**config.mk**
```make
export PLATFORM = sky130hd
export DESIGN_NAME = pkt_cmd_unit
export DESIGN_NICKNAME = d
export VERILOG_FILES = /design/src/rtl/pkt_cmd_pkg.sv /design/src/rtl/pkt_cmd_dpath.sv /design/src/rtl/pkt_cmd_ctrl.sv /design/src/rtl/pkt_cmd_unit.sv
export SDC_FILE = /design/constraint.sdc
export NUM_CORES = 1
export LEC_CHECK = 0
export BUFFER_PORTS_ARGS = -buffer_cell sky130_fd_sc_hd__buf_2
export CORE_ASPECT_RATIO = 0.8
export CORE_MARGIN = 4
export CORE_UTILIZATION = 54
export DETAILED_ROUTE_END_ITERATION = 12
export PLACE_DENSITY_LB_ADDON = 0.05
export SLEW_MARGIN = 30
export SYNTH_ARGS = -nofsm -noshare
export SYNTH_HDL_FRONTEND = slang
export SYNTH_SLANG_ARGS = --single-unit
export TNS_END_PERCENT = 1
```
**constraint.sdc**
```tcl
create_clock -name clk -period 2.2 [get_ports clk]
set_clock_uncertainty 0.1 [all_clocks]
set_input_delay 0.11 -clock clk [delete_from_list [all_inputs] [get_ports clk]]
set_output_delay 0.11 -clock clk [all_outputs]
set_load 0.02 [all_outputs]
```
**src/rtl/pkt_cmd_pkg.sv**
```systemverilog
package pkt_cmd_pkg;
  localparam int WORD_W = 14;
  localparam int DATA_W = 8;
  localparam int ADDR_W = 4;

  typedef enum logic [2:0] {
    ST_IDLE,
    ST_IN_ACK,
    ST_ECHO_SEND,
    ST_ECHO_REL,
    ST_RESP_SEND,
    ST_RESP_REL
  } ctrl_state_e;

  // strobes from control to datapath
  typedef struct packed {
    logic capture;   // latch the input word and build its response
    logic doWrite;   // commit the register write of the latched command
    logic driveOut;  // present a word on outData
    logic selEcho;   // 1: raw echo word, 0: response word
  } dp_ctl_t;
endpackage

```
**src/rtl/pkt_cmd_dpath.sv**
```systemverilog
module pkt_cmd_dpath
  import pkt_cmd_pkg::*;
#(
  parameter int WORD_W = pkt_cmd_pkg::WORD_W,
  parameter int DATA_W = pkt_cmd_pkg::DATA_W,
  parameter int ADDR_W = pkt_cmd_pkg::ADDR_W,
  parameter int NREG   = 8,
  parameter logic [DATA_W-1:0] REG0_RST = '1,
  parameter int DBG_BIT = 5
) (
  input  logic              clk,
  input  logic              rstN,
  input  logic [WORD_W-1:0] inData,
  input  dp_ctl_t           ctl,
  output logic              cmdIsWrite,
  output logic [WORD_W-1:0] outData,
  output logic              debugEn
);
  localparam int KIND_BIT = WORD_W - 1;
  localparam int WR_BIT   = WORD_W - 2;
  localparam int PAD_W    = WORD_W - DATA_W - ADDR_W;

  logic [DATA_W-1:0] regFile [NREG];
  logic [WORD_W-1:0] echoQ, respQ, respNext;
  logic [ADDR_W-1:0] cmdAddr;
  logic [DATA_W-1:0] cmdVal, rdVal;
  logic              cmdIsReg;

  assign cmdIsReg   = inData[KIND_BIT];
  assign cmdIsWrite = cmdIsReg & inData[WR_BIT];
  assign cmdAddr    = inData[ADDR_W-1:0];
  assign cmdVal     = inData[ADDR_W +: DATA_W];

  // register file, one reset value per entry
  for (genvar i = 0; i < NREG; i++) begin : g_reg
    localparam logic [DATA_W-1:0] RST_VAL = (i == 0) ? REG0_RST : '0;
    always_ff @(posedge clk) begin
      if (!rstN) regFile[i] <= RST_VAL;
      else if (ctl.doWrite && cmdAddr == ADDR_W'(i)) regFile[i] <= cmdVal;
    end
  end

  always_comb begin
    rdVal = '0;
    for (int i = 0; i < NREG; i++)
      if (cmdAddr == ADDR_W'(i)) rdVal = regFile[i];
  end

  always_comb begin
    if (cmdIsReg) respNext = {{PAD_W{1'b0}}, rdVal, cmdAddr};
    else          respNext = inData;
  end

  always_ff @(posedge clk) begin
    if (!rstN) begin
      echoQ <= '0;
      respQ <= '0;
    end else if (ctl.capture) begin
      echoQ <= inData;
      respQ <= respNext;
    end
  end

  assign outData = ctl.driveOut ? (ctl.selEcho ? echoQ : respQ) : '0;
  assign debugEn = regFile[0][DBG_BIT];

  // a committed write lands in the register file (checked on register 0)
  a_r3_write_reg0: assert property (@(posedge clk) disable iff (!rstN)
    (ctl.doWrite && cmdAddr == '0) |=> (regFile[0] == $past(cmdVal)));
endmodule

```
**src/rtl/pkt_cmd_ctrl.sv**
```systemverilog
module pkt_cmd_ctrl
  import pkt_cmd_pkg::*;
(
  input  logic    clk,
  input  logic    rstN,
  input  logic    inReq,
  input  logic    outAck,
  input  logic    loopbackEn,
  input  logic    cmdIsWrite,
  output logic    inAck,
  output logic    outReq,
  output dp_ctl_t ctl
);
  ctrl_state_e state, stateNext;
  logic pendEcho, pendResp;

  always_comb begin
    stateNext   = state;
    ctl         = '0;
    case (state)
      ST_IDLE: if (inReq) begin
        ctl.capture = 1'b1;
        ctl.doWrite = cmdIsWrite;
        stateNext   = ST_IN_ACK;
      end
      ST_IN_ACK: if (!inReq)
        stateNext = pendEcho ? ST_ECHO_SEND : (pendResp ? ST_RESP_SEND : ST_IDLE);
      ST_ECHO_SEND: begin
        ctl.driveOut = 1'b1;
        ctl.selEcho  = 1'b1;
        if (outAck) stateNext = ST_ECHO_REL;
      end
      ST_ECHO_REL: if (!outAck)
        stateNext = pendResp ? ST_RESP_SEND : ST_IDLE;
      ST_RESP_SEND: begin
        ctl.driveOut = 1'b1;
        if (outAck) stateNext = ST_RESP_REL;
      end
      ST_RESP_REL: if (!outAck) stateNext = ST_IDLE;
      default: stateNext = ST_IDLE;
    endcase
  end

  always_ff @(posedge clk) begin
    if (!rstN) begin
      state    <= ST_IDLE;
      pendEcho <= 1'b0;
      pendResp <= 1'b0;
    end else begin
      state <= stateNext;
      if (ctl.capture) begin
        pendEcho <= loopbackEn;
        pendResp <= !cmdIsWrite;
      end
    end
  end

  assign inAck  = (state == ST_IN_ACK);
  assign outReq = (state == ST_ECHO_SEND) || (state == ST_RESP_SEND);

  // input acknowledge is held while the request stays high
  a_r7_in_ack_hold: assert property (@(posedge clk) disable iff (!rstN)
    (inAck && inReq) |=> inAck);
  // output request only drops after the receiver acknowledged
  a_r7_out_release: assert property (@(posedge clk) disable iff (!rstN)
    $fell(outReq) |-> $past(outAck));
  // never acknowledge input while an output word is offered
  a_r8_single_flight: assert property (@(posedge clk) disable iff (!rstN)
    outReq |-> !inAck);
endmodule

```
**src/rtl/pkt_cmd_unit.sv**
```systemverilog
module pkt_cmd_unit
  import pkt_cmd_pkg::*;
#(
  parameter int NREG = 8
) (
  input  logic        clk,
  input  logic        rstN,
  input  logic        inReq,
  input  logic [13:0] inData,
  output logic        inAck,
  output logic        outReq,
  output logic [13:0] outData,
  input  logic        outAck,
  input  logic        loopbackEn,
  output logic        debugEn
);
  dp_ctl_t ctl;
  logic    cmdIsWrite;

  pkt_cmd_ctrl u_ctrl (
    .clk(clk), .rstN(rstN), .inReq(inReq), .outAck(outAck),
    .loopbackEn(loopbackEn), .cmdIsWrite(cmdIsWrite),
    .inAck(inAck), .outReq(outReq), .ctl(ctl)
  );

  pkt_cmd_dpath #(.NREG(NREG)) u_dpath (
    .clk(clk), .rstN(rstN), .inData(inData), .ctl(ctl),
    .cmdIsWrite(cmdIsWrite), .outData(outData), .debugEn(debugEn)
  );

  // an offered word is held until acknowledged
  a_r7_out_hold: assert property (@(posedge clk) disable iff (!rstN)
    (outReq && !outAck) |=> (outReq && $stable(outData)));
  // neutral output while no request
  a_r7_out_neutral: assert property (@(posedge clk) disable iff (!rstN)
    !outReq |-> (outData == '0));
endmodule

```
After elaboration in Yosys (flattened, before gate mapping)
Memories as Yosys holds them, arrays and structs flattened.
Index checks and enable logic that the tools add are counted.
{"block": "word_totals", "mem_bits_rw": 64, "output_inout_bits": 17, "n_memories": 1, "regBits": 33}
{"memory": "u_dpath.regFile", "depth": 8, "width": 8, "rd": 8, "rd_ports_with_merged_regs": 0, "write_ports": 8, "line_no": "pkt_cmd_dpath.sv:23", "rtl": "logic [DATA_W-1:0] regFile [NREG];"}
{"block": "classes", "reduce_logical": 14, "mux": 57, "n_eq_ne": 18, "n_bitwise": 9}
{"operator": "$mux W8", "count": 16}
{"operator": "$mux W14", "count": 2}
{"operator": "$mux W1", "count": 27}
{"operator": "$mux W3", "count": 8}
{"operator": "$pmux W3 S6", "count": 1}
{"operator": "$eq A4 B3 Y1 const B", "count": 4}
{"operator": "$mux W13", "count": 1}
{"operator": "$ne A2 B2 Y1 const B", "count": 6}
{"operator": "$eq A4 B2 Y1 const B", "count": 2}
{"operator": "$logic_and A1 B1 Y1", "count": 8}
{"operator": "$or A1 B1 Y1", "count": 8}
{"operator": "$eq A3 B2 Y1 const B", "count": 2}
{"operator": "$eq A3 B3 Y1 const B", "count": 2}
{"operator": "$reduce_and A6 Y1", "count": 1}
{"operator": "$eq A4 B1 Y1 const B", "count": 1}
{"operator": "$logic_not A4 Y1", "count": 1}
{"operator": "$mux W2", "count": 2}
{"operator": "$eq A3 B1 Y1 const B", "count": 1}
{"operator": "$logic_not A3 Y1", "count": 1}
{"operator": "$reduce_or A2 Y1", "count": 1}
{"operator": "$and A1 B1 Y1", "count": 1}
{"operator": "$logic_not A1 Y1", "count": 1}
{"operator": "$logic_or A1 B1 Y1", "count": 1}

Depth between registers and ports, before layout
{"block": "depth", "ltp_word": 10, "depth_mapped": 7}

By module
From an unflattened synthesis, not the netlist that was laid out.
{"block": "hier_totals", "cells_unflattened": 458, "hier_area_um2": 4743.3}
{"mod": "pkt_cmd_dpath", "area_each_um2": 4396.7, "n_inst": 1, "cells_per_inst": 422}
{"mod": "pkt_cmd_ctrl", "area_each_um2": 346.6, "n_inst": 1, "cells_per_inst": 36}

Worst setup path before layout
OpenSTA, ideal clock, no wires.
{"block": "synth_timing", "kind": "reg2reg", "from": "reg u_ctrl.state[0]", "to": "mem u_dpath.regFile[4][0] (netlist: u_dpath.regFile[1][0]) (enable)", "period_less_slack_ns": 2.335, "arrival_time_ns": 1.849, "path_slack_ns": -0.135, "stages_incl_launch_ff": 6, "setup_ns": 0.387, "required_time_ns": 1.713, "path_cell_list": "dfxtp_1 -> buf_2 -> nor4b_4 -> and2_1 -> nand2_1 -> o31ai_1"}
{"item": "start, declared", "line_no": "pkt_cmd_ctrl.sv:14", "rtl": "ctrl_state_e state, stateNext;"}
{"item": "start signal, assigned", "line_no": "pkt_cmd_ctrl.sv:50", "rtl": "state <= stateNext;"}
{"item": "end, declared", "line_no": "pkt_cmd_dpath.sv:23"}

Worst setup path after layout
{"block": "layout_timing", "from": "reg u_ctrl.state[1]", "to": "out outData[1]"}
{"block": "layout_via", "elab_chain_len": 4, "elab_cells_between_ends": 7, "classes_between": "2 x eq/ne; 4 x mux; 1 x reduce/logical"}
{"item": "$eq A3 B2 Y1 or $eq A3 B3 Y1 (tied branches)", "line_no": "pkt_cmd_ctrl.sv:20", "rtl": "case (state)"}
{"item": "$mux W1 or $reduce_or A2 Y1 (tied branches)"}
{"item": "$mux W14 or $mux W1 (tied branches)", "line_no": "pkt_cmd_dpath.sv:64, pkt_cmd_ctrl.sv:20"}
{"item": "$mux W14 (*)", "line_no": "pkt_cmd_dpath.sv:64", "rtl": "assign outData = ctl.driveOut ? (ctl.selEcho ? echoQ : respQ) : '0;"}
{"item": "end, declared", "line_no": "pkt_cmd_unit.sv:12", "rtl": "output logic [13:0] outData,"}
Every way passes the cells marked *; elsewhere a longest branch is shown, timed or not.

==> results.sh <==
export IMPL_overflow=0
export IMPL_num_antenna_cells=0
export IMPL_rsz0062_at_grt="false"
export IMPL_place_congestion=0.848
export IMPL_relSlewSlack=0.498
export IMPL_cp_start_kind="flip-flop"
export IMPL_cts_tree="done"
export IMPL_ys_types=43
export IMPL_netlist_instances=417
export IMPL_cp_max_fo=11
export IMPL_fin_cells=587
export IMPL_htreeDepth=3
export IMPL_leakagePower_nw=1.88
export IMPL_mostFrequentLayoutCells="edfxtp_1, nand2_1, nor3_1, buf_2, buf_4"
export IMPL_setup_violations=0
export IMPL_grt_pass1_vias=3352
export IMPL_dpl_instance_area_um2=4770
export IMPL_antenna_left=0
export IMPL_hold_worst_slack_ns=0.0474
export IMPL_dp_cells=558
export IMPL_max_freq_mhz=492
export IMPL_required_ns=1.99
export IMPL_firstDrtPassIters=5
export IMPL_endpoint_kind="output port"
export IMPL_areaGrowthSynthToFinish_pct=17.4
export IMPL_fin_crit_sh=0.925
export IMPL_fin_nets=493
export IMPL_final_area_um2=5120
export IMPL_yosys_most_used_dff="edfxtp_1"
export IMPL_utilization=0.647
export IMPL_ys_seq_area_frac=0.570
export IMPL_drt_iter0_drc=265
export IMPL_r2r_slack_ns=0.23
export IMPL_hold_buffers=13
export IMPL_arrival_ns=1.82
export IMPL_die_y_um=88.3
export IMPL_worstHoldPathType="input port to flip-flop"
export IMPL_io_pins=36
export IMPL_vias=3419
export IMPL_wirelength_um=10600
export IMPL_antenna_found_initial=0
export IMPL_cts_made_buffers=9
export IMPL_yosys_warnings=0
export IMPL_syn_cell_area_um2=4360
export IMPL_tightest_slew_ns=0.753
export IMPL_dp_hpwl_um=7620
export IMPL_synthesis_nets=436
export IMPL_critPathKind="flip-flop to output port"
export IMPL_drc=0
export IMPL_clkTransAtPathRegs_ns=0.09
export IMPL_io_buffers=35
export IMPL_synth_seq_cells=92
export IMPL_core_area_um2=7910
export IMPL_power_mw=3.53
export IMPL_setup_tns_ns=0
export IMPL_cts_max_path_buffers=2
export IMPL_synth_edff_count=64
export IMPL_num_rows=29
export IMPL_initial_core_util=0.551
export IMPL_power_density_nw_per_um2=691
export IMPL_grt_pass1_wl_um=17500
export IMPL_clkLatencyLatePin_ns=0.36
export IMPL_avgSynthCellArea_um2=10.4
export IMPL_grt_start_max_net_pins=25
export IMPL_final_common_cell="edfxtp_1"
export IMPL_cts_setup_buffers=0
export IMPL_setup_ws_ns=0.166
export IMPL_wl_per_cell_um=18.0
export IMPL_grt_usage=0.240
export IMPL_drive_above_1_share=0.205
export IMPL_async_reset_ff_frac=0
export IMPL_finalCriticalPeriod_ns=2.03
export IMPL_die_area_um2=9580
export IMPL_hold_viol_final=0
export IMPL_cts_root_buf="clkbuf_8"
export IMPL_maxCapViolCount=0
export IMPL_die_w_um=108
export IMPL_cts_repair_resized=0
export IMPL_cts_sinks=92
export IMPL_drv_slew=0
export IMPL_ir_drop_mv=0.401
export IMPL_routed_via_density=5.82
export IMPL_place_ws_ns=0.284
export IMPL_outcome="completed"
[flip-flops by register name, indices dropped and copies added (netlist names)]
name,cells
u_ctrl.pendResp,1
u_dpath.respQ,9
u_ctrl.state,3
u_dpath.regFile,64
u_ctrl.pendEcho,1
u_dpath.echoQ,14
[synth_stat cells (all sizes together) (3+ instances only)]
cell,n,area [um^2]
a22oi,8,60.1
edfxtp,64,1920
nor2b,5,31.3
mux2i,14,140
buf,11,52.6
nor2,28,105
dfxtp,28,561
mux2,6,67.6
a221oi,5,43.8
nand2b,6,37.5
nor4,7,56.3
o21ai,27,135
and2,20,125
nor3,41,210
o221ai,8,70.1
inv,4,15.0
o32ai,4,35.0
o31ai,3,22.5
nand2,55,206
mux4,3,67.6
clkinv,6,22.5
clkbuf,23,86.3
a21oi,19,95.1
[power by group]
part	internal (mW)	leakage, nW	switching, mW
registers	1.92	0.865	0.0358
clock network	0.625	0.105	0.567
logic	0.147	0.912	0.237
total	2.69	1.88	0.840
[layer usage]
layer	GRT usage	part of all wire	up-vias
met4	0.0631	0.011	0
met3	0.0496	0.060	9
met1	0.349	0.47	1672
met5	0	0	-
li1	-	-	1639
met2	0.370	0.46	99
[path summary, 6_finish.rpt]
path,startpoint,end,depth (start not counted)
worst min register to register,u_dpath.echoQ[6],u_dpath.echoQ[6],2
worst max-delay path,u_ctrl.state[1],outData[1],6
worst max register to register,u_ctrl.state[2],u_dpath.regFile[0][3],5
worst min-delay path,inData[1],u_dpath.echoQ[1],3
[layout make-up]
cell class	count	area, um^2
Fill cell	697	2790
Sequential cell	92	2480
Multi-Input combinational cell	281	1700
Timing Repair Buffer	80	546
Clock buffer	13	170
Tap cell	108	135
Clock inverter	3	42.5
Inverter	10	37.5
[logic make-up (layout without fill, tap and decap cells)]
logic type	count (synthesis)	in the layout	synth area share
compound gates	85	85	0.125
buf+inv	44	106	0.0405
flops	92	92	0.570
mux	23	23	0.0632
simple gates	173	173	0.201
[critical path: stages, from the launching register on]
cell	delay, ns
dfxtp_1	0.43
buf_4	0.21
nor2b_1	0.14
buf_4	0.19
o21ba_2	0.20
and2_1	0.15
buf_2	0.16
(Power assumes the default switching activity.)
